$ cat config.mk
export PLATFORM = sky130hd
export DESIGN_NAME = exc_entry_seq
export DESIGN_NICKNAME = d
export VERILOG_FILES = /design/src/rtl/exc_entry_pkg.sv /design/src/rtl/exc_arbiter.sv /design/src/rtl/exc_target.sv /design/src/rtl/exc_state_regs.sv /design/src/rtl/exc_entry_seq.sv
export SDC_FILE = /design/constraint.sdc
export NUM_CORES = 1
export LEC_CHECK = 0
export ABC_AREA = 1
export BUFFER_PORTS_ARGS = -buffer_cell sky130_fd_sc_hd__buf_2
export CORE_ASPECT_RATIO = 2
export CORE_MARGIN = 4
export CORE_UTILIZATION = 55
export CTS_CLUSTER_DIAMETER = 200
export CTS_CLUSTER_SIZE = 25
export DETAILED_ROUTE_END_ITERATION = 8
export PLACE_DENSITY = 0.87
export SYNTH_ARGS = -nofsm -noshare
export SYNTH_HDL_FRONTEND = slang
export SYNTH_SLANG_ARGS = --single-unit
export TNS_END_PERCENT = 20
$ cat constraint.sdc
create_clock -name clk -period 8.57 [get_ports clk]
set_input_delay 0.857 -clock clk [delete_from_list [all_inputs] [get_ports clk]]
set_output_delay 0.857 -clock clk [all_outputs]
set_load 0.05 [all_outputs]
$ cat src/rtl/exc_entry_pkg.sv
package exc_entry_pkg;

  localparam int XLEN   = 32;
  localparam int CODE_W = 12;
  localparam int LVL_W  = 4;
  localparam int DS_W   = 4;

  localparam int SR_BL_BIT = 28;
  localparam int SR_RB_BIT = 29;
  localparam int SR_MD_BIT = 30;
  localparam int SR_FD_BIT = 15;
  localparam int SR_IM_LO  = 4;

  localparam logic [CODE_W-1:0] CODE_NONE    = '1;
  localparam logic [CODE_W-1:0] CODE_RESET   = 12'h000;
  localparam logic [CODE_W-1:0] CODE_MANRST  = 12'h020;
  localparam logic [CODE_W-1:0] CODE_MULTI   = 12'h140;
  localparam logic [CODE_W-1:0] CODE_MISS_RD = 12'h040;
  localparam logic [CODE_W-1:0] CODE_MISS_WR = 12'h060;
  localparam logic [CODE_W-1:0] CODE_TRAP    = 12'h160;
  localparam logic [CODE_W-1:0] CODE_UNBLOCK = 12'h1E0;

  localparam logic [XLEN-1:0] RESET_TARGET = 32'hA000_0000;
  localparam logic [XLEN-1:0] OFS_GENERAL  = 32'h0000_0100;
  localparam logic [XLEN-1:0] OFS_TLBMISS  = 32'h0000_0400;
  localparam logic [XLEN-1:0] OFS_IRQ      = 32'h0000_0600;

  function automatic logic is_reset_class(input logic [CODE_W-1:0] c);
    return (c == CODE_RESET) || (c == CODE_MANRST) || (c == CODE_MULTI);
  endfunction

  function automatic logic is_tlb_miss(input logic [CODE_W-1:0] c);
    return (c == CODE_MISS_RD) || (c == CODE_MISS_WR);
  endfunction

  function automatic logic in_delay_slot(input logic [DS_W-1:0] ds);
    return ds[0] | ds[1];
  endfunction

  // Signed correction applied to the saved PC: -2 for a slot, +2 for a trap.
  function automatic logic [XLEN-1:0] saved_pc(input logic [XLEN-1:0] pc,
                                               input logic slot,
                                               input logic trap);
    logic [XLEN-1:0] adj;
    case ({slot, trap})
      2'b10:   adj = '1 - 32'd1;   // two's complement of 2
      2'b01:   adj = 32'd2;
      default: adj = '0;
    endcase
    return pc + adj;
  endfunction

  function automatic logic [DS_W-1:0] next_flags(input logic [DS_W-1:0] ds);
    logic [DS_W-1:0] r;
    r = ds;
    if (in_delay_slot(ds)) r[2:0] = 3'b000;
    if (ds[3]) r = '0;
    return r;
  endfunction

  function automatic logic [XLEN-1:0] entry_sr(input logic [XLEN-1:0] sr,
                                               input logic rst_class);
    logic [XLEN-1:0] r;
    r = sr;
    r[SR_BL_BIT] = 1'b1;
    r[SR_MD_BIT] = 1'b1;
    r[SR_RB_BIT] = 1'b1;
    if (rst_class) begin
      r[SR_FD_BIT] = 1'b0;
      r[SR_IM_LO +: LVL_W] = '1;
    end
    return r;
  endfunction

endpackage

$ cat src/rtl/exc_arbiter.sv
module exc_arbiter
  import exc_entry_pkg::*;
(
  input  logic [CODE_W-1:0] exc_code,
  input  logic              irq_req,
  input  logic [LVL_W-1:0]  irq_level,
  input  logic              wake_halt,
  input  logic [XLEN-1:0]   sr_in,
  output logic              take_exc,
  output logic              take_irq,
  output logic [CODE_W-1:0] eff_code
);

  logic exc_pending;
  logic blocked;
  logic level_ok;

  assign exc_pending = (exc_code != CODE_NONE);
  assign blocked     = sr_in[SR_BL_BIT];
  assign level_ok    = irq_level > sr_in[SR_IM_LO +: LVL_W];

  always_comb begin
    eff_code = exc_code;
    if (blocked && exc_code != CODE_UNBLOCK) eff_code = CODE_RESET;
  end

  assign take_exc = exc_pending;
  assign take_irq = irq_req && !exc_pending && level_ok && (!blocked || wake_halt);

  always_comb begin
    assert_exclusive_R1: assert (!(take_exc && take_irq))
      else $error("exception and interrupt both selected");
  end

endmodule

$ cat src/rtl/exc_target.sv
module exc_target
  import exc_entry_pkg::*;
(
  input  logic              take_exc,
  input  logic [CODE_W-1:0] eff_code,
  input  logic [XLEN-1:0]   sr_in,
  input  logic [XLEN-1:0]   pc_in,
  input  logic [XLEN-1:0]   vbr_in,
  input  logic [DS_W-1:0]   ds_in,
  output logic [XLEN-1:0]   new_pc,
  output logic [XLEN-1:0]   new_sr,
  output logic [XLEN-1:0]   new_spc,
  output logic [DS_W-1:0]   new_ds
);

  logic rst_class;
  logic trap;
  logic slot;

  assign rst_class = take_exc && is_reset_class(eff_code);
  assign trap      = take_exc && (eff_code == CODE_TRAP);
  assign slot      = in_delay_slot(ds_in);

  always_comb begin
    if (!take_exc)                 new_pc = vbr_in + OFS_IRQ;
    else if (rst_class)            new_pc = RESET_TARGET;
    else if (is_tlb_miss(eff_code)) new_pc = vbr_in + OFS_TLBMISS;
    else                           new_pc = vbr_in + OFS_GENERAL;
  end

  assign new_sr  = entry_sr(sr_in, rst_class);
  assign new_spc = saved_pc(pc_in, slot, trap);
  assign new_ds  = next_flags(ds_in);

  always_comb begin
    assert_reset_sr_R7: assert (!rst_class || (new_sr[SR_IM_LO +: LVL_W] == '1 && !new_sr[SR_FD_BIT]))
      else $error("reset-class entry left mask or FPU bit wrong");
  end

endmodule

$ cat src/rtl/exc_state_regs.sv
module exc_state_regs
  import exc_entry_pkg::*;
(
  input  logic              clk,
  input  logic              rst_n,
  input  logic              start,
  input  logic              take_exc,
  input  logic              take_irq,
  input  logic [CODE_W-1:0] eff_code,
  input  logic [CODE_W-1:0] irq_vector,
  input  logic [XLEN-1:0]   sr_in,
  input  logic [XLEN-1:0]   r15_in,
  input  logic [XLEN-1:0]   new_pc,
  input  logic [XLEN-1:0]   new_sr,
  input  logic [XLEN-1:0]   new_spc,
  input  logic [DS_W-1:0]   new_ds,
  output logic [XLEN-1:0]   ssr,
  output logic [XLEN-1:0]   spc,
  output logic [XLEN-1:0]   sgr,
  output logic [XLEN-1:0]   sr_out,
  output logic [CODE_W-1:0] expevt,
  output logic [CODE_W-1:0] intevt,
  output logic [XLEN-1:0]   pc_out,
  output logic [DS_W-1:0]   ds_out,
  output logic              taken_exc,
  output logic              taken_irq,
  output logic              done
);

  logic fire_exc;
  logic fire_irq;
  logic fire_any;

  assign fire_exc = start && take_exc;
  assign fire_irq = start && take_irq;
  assign fire_any = fire_exc || fire_irq;

  always_ff @(posedge clk) begin
    if (!rst_n) begin
      ssr       <= '0;
      spc       <= '0;
      sgr       <= '0;
      sr_out    <= '0;
      expevt    <= '0;
      intevt    <= '0;
      pc_out    <= '0;
      ds_out    <= '0;
      taken_exc <= 1'b0;
      taken_irq <= 1'b0;
      done      <= 1'b0;
    end else begin
      done      <= start;
      taken_exc <= fire_exc;
      taken_irq <= fire_irq;
      if (fire_any) begin
        ssr    <= sr_in;
        spc    <= new_spc;
        sgr    <= r15_in;
        sr_out <= new_sr;
        pc_out <= new_pc;
        ds_out <= new_ds;
      end
      if (fire_exc) expevt <= eff_code;
      if (fire_irq) intevt <= irq_vector;
    end
  end

  assert_done_follows_R11: assert property (@(posedge clk) disable iff (!rst_n)
    start |=> done);
  assert_no_stray_done_R11: assert property (@(posedge clk) disable iff (!rst_n)
    !start |=> !done);
  assert_one_kind_R1: assert property (@(posedge clk) disable iff (!rst_n)
    $onehot0({taken_exc, taken_irq}));
  assert_entry_bits_R5: assert property (@(posedge clk) disable iff (!rst_n)
    (taken_exc || taken_irq) |-> (sr_out[SR_BL_BIT] && sr_out[SR_MD_BIT] && sr_out[SR_RB_BIT]));
  assert_hold_when_idle_R4: assert property (@(posedge clk) disable iff (!rst_n)
    (start && !take_exc && !take_irq) |=> ($stable(pc_out) && $stable(spc) && $stable(sr_out)));
  assert_intevt_kept_R1: assert property (@(posedge clk) disable iff (!rst_n)
    taken_exc |-> $stable(intevt));

endmodule

$ cat src/rtl/exc_entry_seq.sv
module exc_entry_seq
  import exc_entry_pkg::*;
(
  input  logic              clk,
  input  logic              rst_n,
  input  logic              start,
  input  logic [CODE_W-1:0] exc_code,
  input  logic              irq_req,
  input  logic [LVL_W-1:0]  irq_level,
  input  logic [CODE_W-1:0] irq_vector,
  input  logic              wake_halt,
  input  logic [XLEN-1:0]   sr_in,
  input  logic [XLEN-1:0]   pc_in,
  input  logic [XLEN-1:0]   r15_in,
  input  logic [XLEN-1:0]   vbr_in,
  input  logic [DS_W-1:0]   ds_in,
  output logic [XLEN-1:0]   ssr,
  output logic [XLEN-1:0]   spc,
  output logic [XLEN-1:0]   sgr,
  output logic [XLEN-1:0]   sr_out,
  output logic [CODE_W-1:0] expevt,
  output logic [CODE_W-1:0] intevt,
  output logic [XLEN-1:0]   pc_out,
  output logic [DS_W-1:0]   ds_out,
  output logic              taken_exc,
  output logic              taken_irq,
  output logic              done
);

  logic              take_exc_w;
  logic              take_irq_w;
  logic [CODE_W-1:0] eff_code_w;
  logic [XLEN-1:0]   new_pc_w;
  logic [XLEN-1:0]   new_sr_w;
  logic [XLEN-1:0]   new_spc_w;
  logic [DS_W-1:0]   new_ds_w;

  exc_arbiter u_arb (
    .exc_code  (exc_code),
    .irq_req   (irq_req),
    .irq_level (irq_level),
    .wake_halt (wake_halt),
    .sr_in     (sr_in),
    .take_exc  (take_exc_w),
    .take_irq  (take_irq_w),
    .eff_code  (eff_code_w)
  );

  exc_target u_tgt (
    .take_exc (take_exc_w),
    .eff_code (eff_code_w),
    .sr_in    (sr_in),
    .pc_in    (pc_in),
    .vbr_in   (vbr_in),
    .ds_in    (ds_in),
    .new_pc   (new_pc_w),
    .new_sr   (new_sr_w),
    .new_spc  (new_spc_w),
    .new_ds   (new_ds_w)
  );

  exc_state_regs u_regs (
    .clk        (clk),
    .rst_n      (rst_n),
    .start      (start),
    .take_exc   (take_exc_w),
    .take_irq   (take_irq_w),
    .eff_code   (eff_code_w),
    .irq_vector (irq_vector),
    .sr_in      (sr_in),
    .r15_in     (r15_in),
    .new_pc     (new_pc_w),
    .new_sr     (new_sr_w),
    .new_spc    (new_spc_w),
    .new_ds     (new_ds_w),
    .ssr        (ssr),
    .spc        (spc),
    .sgr        (sgr),
    .sr_out     (sr_out),
    .expevt     (expevt),
    .intevt     (intevt),
    .pc_out     (pc_out),
    .ds_out     (ds_out),
    .taken_exc  (taken_exc),
    .taken_irq  (taken_irq),
    .done       (done)
  );

  assert_irq_target_R10: assert property (@(posedge clk) disable iff (!rst_n)
    taken_irq |-> (pc_out == $past(vbr_in) + 32'h600));
  assert_forced_reset_R2: assert property (@(posedge clk) disable iff (!rst_n)
    (taken_exc && $past(sr_in[SR_BL_BIT]) && $past(exc_code) != CODE_UNBLOCK)
      |-> (expevt == CODE_RESET && pc_out == RESET_TARGET));
  assert_blocked_irq_R3: assert property (@(posedge clk) disable iff (!rst_n)
    (start && sr_in[SR_BL_BIT] && !wake_halt) |=> !taken_irq);
  assert_trap_pc_R9: assert property (@(posedge clk) disable iff (!rst_n)
    (taken_exc && expevt == CODE_TRAP && $past(ds_in[1:0]) == 2'b00)
      |-> (spc == $past(pc_in) + 32'd2));

endmodule

==> results of run 1 <==
[cell type report]
cell class              count  share of cell area (%)
inverters                 151                    4.72
diodes                      2                  0.0417
multi-input cells        1085                    45.8
flip-flops and latches    164                    27.3
clock buffers              19                    3.77
repair buffers            359                    15.1
well taps                 210                    2.19
clock inverters            12                    1.02
[layer usage]
layer / routed length [um] / track usage, % / vias to the layer above
met3: 3290 / 8.64 / 156
met4: 2870 / 25.7 / 4
met2: 19300 / 64.3 / 640
met1: 12200 / 36.1 / 5026
met5: 21 / 0 / -
li1: - / - / 5427
[logic make-up after synthesis]
logic type,count (synthesis),share of synthesized area [%]
AND/OR/NAND/NOR,651,27.3
AO/OA/AOI/OAI,342,18.9
buffers and inverters,239,10.6
flip-flops,164,33.5
XOR/XNOR,50,4.46
adder cells (fa/ha/maj),41,5.31
other,1,0.0382
[critical path, delay by kind of cell]
family	cells	cell delay (ns)
simple gates	4	2.45
buf+inv	3	1.06
compound gates	2	0.32
[sequential cells by signal, indices dropped and copies added (netlist names)]
signal            cells
u_regs.sr_out        30
u_regs.expevt        12
u_regs.pc_out        32
u_regs.spc           32
u_regs.done           1
u_regs.sgr           32
u_regs.ssr            8
u_regs.ds_out         3
u_regs.taken_exc      1
u_regs.intevt        12
u_regs.taken_irq      1
[per-stage QoR]
stage | cell area, um^2 | power (mW) | utilization [%] | instances | worst slack, ns
2_1_floorplan | 9810 | 1.33 | - | 1488 | 4.71
3_3_place_gp | 11400 | 1.51 | 65.8 | 1969 | 3.81
3_5_place_dp | 11400 | 1.52 | 65.8 | 1969 | 3.78
4_1_cts | 12000 | 2.27 | 69.1 | 2000 | 4.21
5_1_grt | 12000 | 2.36 | 69.2 | 2001 | 3.73
6_report | 12000 | 2.27 | 69.2 | 2002 | 4.10
[path summary, 6_finish.rpt]
kind / start / to / slack [ns] / cells past startpoint
min reg2reg: u_regs.ds_out[1] / u_regs.ds_out[1] / 0.44 / 2
max reg2reg: u_regs.spc[23] / u_regs.spc[23] / 7.75 / 3
max: exc_code[1] / u_regs.pc_out[20] / 4.10 / 9
min: u_regs.ds_out[1] / u_regs.ds_out[1] / 0.44 / 2
[placed cells by master (no fill, tap or decap), types with 2 or more instances in the layout]
master and instances:
sky130_fd_sc_hd__buf_2 353, sky130_fd_sc_hd__nor2_1 259, sky130_fd_sc_hd__nand2_1 254, sky130_fd_sc_hd__o21ai_0 184
sky130_fd_sc_hd__dfxtp_1 164, sky130_fd_sc_hd__inv_1 149, sky130_fd_sc_hd__a21oi_1 105, sky130_fd_sc_hd__nand3_1 86
sky130_fd_sc_hd__ha_1 40, sky130_fd_sc_hd__xor2_1 38, sky130_fd_sc_hd__nor3_1 19, sky130_fd_sc_hd__clkbuf_16 17
sky130_fd_sc_hd__nand4_1 15, sky130_fd_sc_hd__a211oi_1 14, sky130_fd_sc_hd__xnor2_1 12, sky130_fd_sc_hd__o21bai_1 9
sky130_fd_sc_hd__or2_2 7, sky130_fd_sc_hd__o211ai_1 7, sky130_fd_sc_hd__buf_4 6, sky130_fd_sc_hd__o21a_1 5
sky130_fd_sc_hd__a21o_1 5, sky130_fd_sc_hd__a31oi_1 5, sky130_fd_sc_hd__clkinv_4 4, sky130_fd_sc_hd__nand3b_1 3
sky130_fd_sc_hd__o31ai_1 3, sky130_fd_sc_hd__inv_6 3, sky130_fd_sc_hd__diode_2 2, sky130_fd_sc_hd__nor3b_1 2
sky130_fd_sc_hd__inv_2 2, sky130_fd_sc_hd__o41ai_2 2, sky130_fd_sc_hd__clkinvlp_4 2, sky130_fd_sc_hd__clkbuf_8 2
[report_power, final]
part | switching (mW) | total (mW) | internal (mW)
logic | 0.492 | 0.666 | 0.174
clock network | 0.335 | 0.755 | 0.420
registers | 0.0318 | 0.847 | 0.815
total | 0.859 | 2.27 | 1.41
==> summary.log, run 1 <==
INFO  status         run_status=complete, no violations
INFO  grt            antenna_violations_before_repair=4
INFO  synthesis      async_flop_share=0%
INFO  grt            wire_length_of_the_first_global_routing_pass=56400um
INFO  route          via_per_inst=5.62
INFO  setup_path     critical-path-slowest-cell=sky130_fd_sc_hd__nand2_4
INFO  route          wl_per_cell=18.8um
INFO  placement      hpwlAfterDp=29400um
INFO  grt            grt_max_degree=102
INFO  die            die_h=197um
INFO  route          violation_count_after_the_first_detailed_routing_iteration=626
INFO  die            initial_utilization=56.5%
INFO  timing         setup_repair_after_global_routing_missed_its_margin=no
INFO  timing         period_minus_slack=4.47ns
INFO  setup_path     critical_path_required_time=8.90ns
INFO  die            row_count=68
INFO  synthesis      ys.warnings.count=0
INFO  timing         max_slew.worst_pin.slew=1.10ns
INFO  synthesis      most_common_cell_in_the_synthesized_netlist=sky130_fd_sc_hd__nor2_1
INFO  clocking       cts.root.buffer_cell=sky130_fd_sc_hd__clkbuf_16
INFO  timing         final-hold-violation-count=0
INFO  power          irDropWorstVdd=143uV
INFO  setup_path     crit_path_cell_trace=buf_2 > nand4_1 > nor3_4 > nand3b_2 > nand2_4 > buf_4 > o21ai_0 > inv_1 > a21oi_1
INFO  hold_path      path_category_of_the_worst_min_delay_check=reg -> reg
INFO  final_layout   share_of_cells_above_drive_strength_1=22.6%
INFO  placement      place.gp.congestion=1.00
INFO  clocking       post_cts_buffers=0
INFO  synthesis      synth_common_cells=sky130_fd_sc_hd__nor2_1, sky130_fd_sc_hd__nand2_1, sky130_fd_sc_hd__o21ai_0
INFO  clocking       maximum_count_of_clock_buffers_along_a_single_path=2
INFO  synthesis      synth_seq_area_share=33.5%
INFO  setup_path     critical_path_at=4.80ns
INFO  final_layout   final.fill_count=1567
INFO  power          static-leakage-power=6.27nW
INFO  synthesis      avgSynthCellArea=6.59um^2
INFO  final_layout   final-seq-area=0.00328mm^2
INFO  synthesis      synth_cell_type_count=37
INFO  synthesis      synth_top_cell_by_area=sky130_fd_sc_hd__dfxtp_1
INFO  timing         setup_tns=0ns
INFO  synthesis      synth_area_leaders=sky130_fd_sc_hd__dfxtp_1, sky130_fd_sc_hd__nor2_1, sky130_fd_sc_hd__nand2_1
INFO  clocking       tritoncts=yes
INFO  timing         finClkSkew=0ns
INFO  final_layout   multi_input_comb_area=0.00550mm^2
INFO  die            die_x=102um
INFO  grt            first_global_vias=11100
INFO  timing         achievable-frequency=224MHz
INFO  timing         fin_hold_ws=0.435ns
INFO  synthesis      synth_edf_count=0
INFO  setup_path     timing.critical_path.to_type=register
INFO  route          drt_first_pass_iters=5
INFO  clocking       cts.htree.levels=4
INFO  setup_path     worst_setup_path_class=in -> reg
INFO  placement      numPortBuffers=354
INFO  die            design.portCount=356
INFO  timing         count_of_pins_over_their_slew_limit=0
INFO  clocking       clkSlewWorstSetupHoldPaths=0.07ns
INFO  route          detail-route-antenna-nets=0
INFO  flow_run       max-cap-violations=0
INFO  clocking       post_cts.resized_instances=0
INFO  final_layout   post_layout_nets=1984
INFO  route          drc=0
INFO  timing         max-slew-margin-rel=26.6%
INFO  synthesis      synth_nets=1694
INFO  route          drt_wl_total=37700um
INFO  power          power_density=189mW/mm^2
INFO  setup_path     cp-start-kind=input pin
INFO  synthesis      netlist_area=0.00981mm^2
INFO  clocking       cts_made_buffers=17
INFO  synthesis      postSynthCellCount=1488
INFO  grt            grt.total_usage=36.4%
INFO  synthesis      synth_seq_cells=164
INFO  timing         setup_violations=0
INFO  clocking       post_cts_hold_buffer_count=0
INFO  die            core_region_area=0.0174mm^2
INFO  timing         period_utilization_post_route=52.2%
INFO  die            die_area=0.0202mm^2
INFO  final_layout   area_overhead_of_the_layout_relative_to_synthesis=22.4%
INFO  clocking       worst_skew_pair.late_latency=0.43ns
INFO  setup_path     critical_path.max_fanout=101
INFO  clocking       tritoncts_num_sinks=164
INFO  route          num_vias=11300
INFO  synthesis      synth_largest_type_area_fraction=33.5%
INFO  grt            grt_residual_overflow=0
INFO  setup_path     critical-path-max-stage-delay=0.88ns
INFO  synthesis      yosys_most_used_dff=sky130_fd_sc_hd__dfxtp_1
Note: power is estimated with default switching activity, not from simulation.
==> inputs of run 2 (changes only) <==
CORE_UTILIZATION = 46   (was 55)
PLACE_DENSITY = 0.78   (was 0.87)
clock period = 3.8 ns   (was 8.57 ns; I/O delays follow)
==> run 2 against run 1 <==
Via count hardly changed; worst setup slack worse by 3.6 ns; cell area is 3.7% higher; clock-buffer cell count is 1 higher; sequential share of layout area is 0.97 points lower; register-to-register slack worse by 4.8 ns; critical endpoint is now u_regs.spc[18].
==> summary.log, run 2 (synthesized netlist as in run 1, its figures left out) <==
INFO  clocking       post_cts.resized_instances=0
INFO  route          wl_per_cell=17.6um
INFO  clocking       tritoncts=yes
INFO  grt            first_global_vias=11000
INFO  setup_path     crit_path_cell_trace=buf_2 > inv_1 > nand2_1 > nor2_1 > nand3_1 > nand2_1 > nand2_1 > nor2_1 > nand3_1 > ha_1 > buf_12 > ha_1 > a21oi_1 > o21ai_0 > a21oi_1 > o21ai_0 > a21boi_0 > xor2_1 > nand2_1 > nand2_1 > inv_1
INFO  setup_path     cp-start-kind=input pin
INFO  power          sequentialPowerShare=36.5%
INFO  power          switching_share=37.0%
INFO  setup_path     critical_path_required_time=4.14ns
INFO  timing         setup_violations=0
INFO  timing         final-hold-violation-count=0
INFO  die            core_region_area=0.0210mm^2
INFO  power          static-leakage-power=6.48nW
INFO  setup_path     critical-path-max-stage-delay=0.36ns
INFO  route          num_vias=11200
INFO  die            initial_utilization=46.7%
INFO  timing         setup_repair_after_global_routing_missed_its_margin=no
INFO  power          irDropWorstVdd=363uV
INFO  final_layout   post_layout_nets=2023
INFO  power          pwr-share-clk=34.0%
INFO  grt            grt.total_usage=30.0%
INFO  final_layout   most_frequent_cells_in_the_layout=sky130_fd_sc_hd__buf_2, sky130_fd_sc_hd__nor2_1, sky130_fd_sc_hd__nand2_1, sky130_fd_sc_hd__o21ai_0, sky130_fd_sc_hd__dfxtp_1
INFO  setup_path     path_delay_family=compound AO/OA/AOI/OAI gates
INFO  clocking       tritoncts_num_sinks=164
INFO  hold_path      path_category_of_the_worst_min_delay_check=in -> reg
INFO  clocking       maximum_count_of_clock_buffers_along_a_single_path=2
INFO  die            die_x=111um
INFO  die            row_count=75
INFO  clocking       cts_made_buffers=17
INFO  placement      place.gp.congestion=0.987
INFO  route          wl_met2=19800um
INFO  clocking       cts.root.buffer_cell=sky130_fd_sc_hd__clkbuf_16
INFO  clocking       post_cts_buffers=0
INFO  status         run_status=complete, no violations
INFO  power          power.internal=3.29mW
INFO  setup_path     timing.critical_path.to_type=register
INFO  die            design.portCount=356
INFO  clocking       clkSlewWorstSetupHoldPaths=0.07ns
INFO  route          drt_first_pass_iters=6
INFO  route          drt_wl_total=37100um
INFO  setup_path     worst_setup_path_class=in -> reg
INFO  setup_path     buf_inv_stages_crit_path=4
INFO  flow_run       max-cap-violations=0
INFO  timing         setup_tns=0ns
INFO  placement      pre_cts_ws=0.0646ns
INFO  route          drc=0
INFO  setup_path     r2r_cells=3
INFO  power          switching_power=1.93mW
INFO  timing         finClkSkew=0ns
INFO  setup_path     worst_r2r_startpoint=u_regs.spc[20]
INFO  timing         post-route-worst-setup-slack=0.451ns
INFO  timing         period_utilization_post_route=88.1%
INFO  hold_path      timing.hold.worst.start=sr_in[11]
INFO  setup_path     setup.reg_to_reg.worst_slack=2.94ns
INFO  die            die_area=0.0239mm^2
INFO  timing         max_slew.worst_pin.slew=0.853ns
INFO  grt            wire_length_of_the_first_global_routing_pass=57000um
INFO  route          via_per_inst=5.35
INFO  final_layout   registers_with_the_most_flip_flops=u_regs.pc_out (32), u_regs.sgr (32), u_regs.spc (32)
INFO  route          violation_count_after_the_first_detailed_routing_iteration=723
INFO  timing         count_of_pins_over_their_slew_limit=0
INFO  timing         max-slew-margin-rel=43.1%
INFO  route          topRoutingLayerUsed=met5
INFO  clocking       worst_skew_pair.late_latency=0.44ns
INFO  clocking       post_cts_hold_buffer_count=0
INFO  setup_path     path_common_cell=sky130_fd_sc_hd__nand2_1
INFO  hold_path      timing.hold.worst_path_depth=3
INFO  clocking       cts.htree.levels=4
INFO  placement      numPortBuffers=354
INFO  setup_path     critical-path-slowest-cell=sky130_fd_sc_hd__ha_1
INFO  final_layout   area_overhead_of_the_layout_relative_to_synthesis=26.9%
INFO  placement      hpwlAfterDp=28900um
INFO  grt            grt_residual_overflow=0
INFO  power          power.combinational.fraction=29.5%
INFO  route          detail-route-antenna-nets=0
INFO  route          route.layer.met1.wl=12400um
INFO  grt            antenna_violations_before_repair=7
INFO  grt            grt_max_degree=144
INFO  route          wl_met3=2430um
INFO  placement      dp_cells=2067
INFO  setup_path     critical_path.max_fanout=31
INFO  setup_path     end_of_the_worst_register_to_register_path=u_regs.spc[20]
INFO  timing         fin_hold_ws=0.150ns
INFO  hold_path      worstHoldEndpoint=u_regs.sr_out[11]
INFO  final_layout   most_common_cell_after_layout_fill_and_taps_aside=sky130_fd_sc_hd__buf_2
INFO  die            die_h=215um
INFO  setup_path     critical_path_at=3.69ns
INFO  final_layout   layoutNonFillerInstCount=2103
INFO  power          power_density=419mW/mm^2
INFO  timing         achievable-frequency=299MHz
INFO  timing         period_minus_slack=3.35ns
INFO  final_layout   share_of_cells_above_drive_strength_1=24.2%
INFO  power          power.total=5.21mW
## run 2: worst max-delay path by stage
| stage | cells past startpoint | slack [ns] | from | to |
|---|---|---|---|---|
| finish | 21 | 0.45 | exc_code[11] | u_regs.spc[18] |
| global route | 21 | 0.11 | exc_code[10] | u_regs.spc[30] |
| CTS | 21 | 0.52 | exc_code[11] | u_regs.spc[18] |
| detailed placement | 21 | 0.06 | exc_code[11] | u_regs.spc[18] |
| global placement | 21 | 0.01 | exc_code[11] | u_regs.spc[18] |
| floorplan | 18 | 0.42 | exc_code[4] | u_regs.spc[18] |
## run 2: metal layers
layer  vias to the layer above  GRT usage (%)
li1                       5509              -
met1                      5113           29.0
met2                       498           56.5
met3                       122           6.18
met4                         4           19.2
met5                         -              0
## run 2: worst reg2reg max path, stage by stage (launching register included)
cell and delay [ns]:
sky130_fd_sc_hd__dfxtp_1 0.31, sky130_fd_sc_hd__or2_2 0.30, sky130_fd_sc_hd__nand3_1 0.10, sky130_fd_sc_hd__inv_1 0.05
## run 2: through the flow
stage | instance area, um^2 | util (%)
after floorplan | 9810 | -
after detailed placement | 11800 | 56.3
final | 12400 | 59.2
after global routing | 12400 | 59.2
after CTS | 12400 | 59.2
after global placement | 11800 | 56.3
## run 2: cell type report
type | instances | area [um^2]
fill | 2117 | 8570
multi-input combinational | 1085 | 5500
clock buffer | 20 | 457
tap | 269 | 337
sequential | 164 | 3280
timing repair buffer | 398 | 2150
antenna | 4 | 10.0
clock inverter | 12 | 140
inverter | 151 | 567
## run 2: power groups by stage
| stage | combinational [mW] | sequential, mW | clock (mW) |
|---|---|---|---|
| CTS | 1.54 | 1.90 | 1.79 |
| finish | 1.54 | 1.90 | 1.77 |
| floorplan | 0.650 | 2.34 | 0 |
| global placement | 1.52 | 1.93 | 0 |
| global route | 1.66 | 1.92 | 1.87 |
| detailed placement | 1.53 | 1.94 | 0 |
==> inputs of run 3 (changes only) <==
PLACE_DENSITY = 0.87   (was 0.78)
==> run 3 against run 2 <==
Via count increased by 0.58%; worst hold slack improved by 0.0090 ns; critical endpoint is now u_regs.spc[16]; sequential cell count unchanged; combinational power is essentially flat; core utilization decreased by 0.45 points; non-clock buffer count shrank 9; clock power decreased by 3%; cell area shrank 0.75%; power fell by 1.2%; sequential share of layout area is 0.20 points higher; first-iteration DRC count fell by 9.7%; highest routed layer is now met4; clock skew is the same.
==> summary.log, run 3 (synthesized netlist as in run 1, its figures left out) <==
INFO  grt            first_global_vias=11000
INFO  setup_path     setup.reg_to_reg.worst_slack=2.94ns
INFO  final_layout   most_common_cell_after_layout_fill_and_taps_aside=sky130_fd_sc_hd__buf_2
INFO  timing         achievable-frequency=308MHz
INFO  timing         fin_hold_ws=0.159ns
INFO  setup_path     critical-path-slowest-cell=sky130_fd_sc_hd__ha_1
INFO  placement      hpwlAfterDp=29100um
INFO  timing         max-slew-margin-rel=38.4%
INFO  timing         finClkSkew=0ns
INFO  setup_path     worst_setup_path_class=in -> reg
INFO  die            row_count=75
INFO  route          via_per_inst=5.41
INFO  route          num_vias=11300
INFO  setup_path     end_of_the_worst_register_to_register_path=u_regs.spc[20]
INFO  status         run_status=complete, no violations
INFO  timing         setup_tns=0ns
INFO  placement      place.gp.congestion=1.03
INFO  power          power.combinational.fraction=29.6%
INFO  timing         count_of_pins_over_their_slew_limit=0
INFO  power          power.total=5.15mW
INFO  route          detail-route-antenna-nets=0
INFO  power          static-leakage-power=6.43nW
INFO  setup_path     timing.critical_path.to_type=register
INFO  setup_path     path_delay_family=simple AND/OR/NAND/NOR gates
INFO  setup_path     worst_r2r_startpoint=u_regs.spc[20]
INFO  power          switching_power=1.95mW
INFO  route          route.layer.met1.wl=12500um
INFO  clocking       post_cts_hold_buffer_count=0
INFO  power          irDropWorstVdd=328uV
INFO  final_layout   share_of_cells_above_drive_strength_1=23.8%
INFO  die            die_area=0.0239mm^2
INFO  timing         max_slew.worst_pin.slew=0.917ns
INFO  final_layout   fin_util=58.8%
INFO  setup_path     cp-start-kind=input pin
INFO  setup_path     critical_path_required_time=4.13ns
INFO  route          violation_count_after_the_first_detailed_routing_iteration=653
INFO  clocking       cts.root.buffer_cell=sky130_fd_sc_hd__clkbuf_16
INFO  final_layout   area_overhead_of_the_layout_relative_to_synthesis=25.9%
INFO  clocking       post_cts.resized_instances=0
INFO  power          power.internal=3.20mW
INFO  route          drt_wl_total=37100um
INFO  die            design.portCount=356
INFO  setup_path     r2r_cells=3
INFO  clocking       clkSlewWorstSetupHoldPaths=0.07ns
INFO  clocking       tritoncts_num_sinks=164
INFO  route          wl_met3=2640um
INFO  grt            grt.total_usage=29.6%
INFO  timing         setup_repair_after_global_routing_missed_its_margin=no
INFO  final_layout   post_layout_nets=2014
INFO  hold_path      path_category_of_the_worst_min_delay_check=in -> reg
INFO  timing         setup_violations=0
INFO  route          topRoutingLayerUsed=met4
INFO  power          switching_share=37.9%
INFO  timing         period_utilization_post_route=85.5%
INFO  power          sequentialPowerShare=36.9%
INFO  setup_path     crit_path_cell_trace=buf_2 > inv_1 > nand2_1 > nor2_1 > nand3_1 > nand2_1 > nand2_1 > nor2_1 > nand3_1 > ha_1 > buf_12 > ha_1 > a21oi_1 > o21ai_0 > nor2_1 > o21ai_0 > a21oi_1 > xnor2_1 > o21bai_1 > inv_1
INFO  flow_run       max-cap-violations=0
INFO  route          wl_met2=19300um
INFO  placement      numPortBuffers=354
INFO  clocking       post_cts_buffers=0
INFO  power          pwr-share-clk=33.5%
INFO  setup_path     buf_inv_stages_crit_path=4
INFO  grt            grt_residual_overflow=0
INFO  grt            grt_max_degree=135
INFO  setup_path     critical-path-max-stage-delay=0.37ns
INFO  die            die_x=111um
INFO  die            die_h=215um
INFO  power          power_density=417mW/mm^2
INFO  hold_path      timing.hold.worst.start=r15_in[31]
INFO  timing         period_minus_slack=3.25ns
INFO  clocking       worst_skew_pair.late_latency=0.44ns
INFO  die            initial_utilization=46.7%
INFO  hold_path      timing.hold.worst_path_depth=3
INFO  route          wl_per_cell=17.7um
INFO  clocking       tritoncts=yes
INFO  clocking       cts.htree.levels=4
INFO  final_layout   registers_with_the_most_flip_flops=u_regs.pc_out (32), u_regs.sgr (32), u_regs.spc (32)
INFO  clocking       cts_made_buffers=17
INFO  hold_path      worstHoldEndpoint=u_regs.sgr[31]
INFO  clocking       maximum_count_of_clock_buffers_along_a_single_path=2
INFO  grt            wire_length_of_the_first_global_routing_pass=56300um
INFO  route          drt_first_pass_iters=5
INFO  setup_path     critical_path.max_fanout=31
INFO  grt            antenna_violations_before_repair=2
INFO  setup_path     critical_path_at=3.57ns
INFO  final_layout   most_frequent_cells_in_the_layout=sky130_fd_sc_hd__buf_2, sky130_fd_sc_hd__nor2_1, sky130_fd_sc_hd__nand2_1, sky130_fd_sc_hd__o21ai_0, sky130_fd_sc_hd__dfxtp_1
INFO  timing         final-hold-violation-count=0
INFO  die            core_region_area=0.0210mm^2
INFO  route          drc=0
## run 3: final cells by class
type	instances	area, um^2
antenna	2	5.00
clock buffer	18	439
clock inverter	13	136
fill	2061	8670
inverter	151	567
multi-input combinational	1085	5500
sequential	164	3280
tap	269	337
timing repair buffer	389	2090
## run 3: power by group through the flow
stage / Sequential (mW) / Combinational, mW / Clock, mW
after floorplan: 2.34 / 0.650 / 0
after global placement: 1.93 / 1.51 / 0
after detailed placement: 1.94 / 1.52 / 0
after CTS: 1.90 / 1.53 / 1.75
after global routing: 1.92 / 1.64 / 1.81
final: 1.90 / 1.53 / 1.72
## run 3: how the worst max path moves through the flow
stage                            start              to  slack [ns]  cells after the start
after global placement    exc_code[10]  u_regs.spc[27]        0.17                     24
after detailed placement  exc_code[10]  u_regs.spc[27]        0.17                     24
after CTS                 exc_code[10]  u_regs.spc[16]        0.61                     20
after global routing      exc_code[10]  u_regs.spc[18]        0.23                     21
final                     exc_code[10]  u_regs.spc[16]        0.55                     20
after floorplan            exc_code[4]  u_regs.spc[18]        0.42                     18
## run 3: metrics by stage
step           cell area, um^2  setup slack (ns)  instances
2_1_floorplan             9810             0.422       1488
3_3_place_gp             11800             0.173       2058
3_5_place_dp             11800             0.173       2058
4_1_cts                  12300             0.611       2089
5_1_grt                  12400             0.225       2091
6_report                 12400             0.552       2091
## run 3: layer usage
metal | track usage (%) | vias up
met2 | 54.6 | 548
met1 | 29.3 | 5135
li1 | - | 5484
met3 | 5.45 | 144
met5 | 0 | -
met4 | 20.2 | 0
## run 3: worst min-delay path, delay by kind of cell
family	cells	cell delay [ns]
AND/OR/NAND/NOR	2	0.11
buffers and inverters	1	0.07
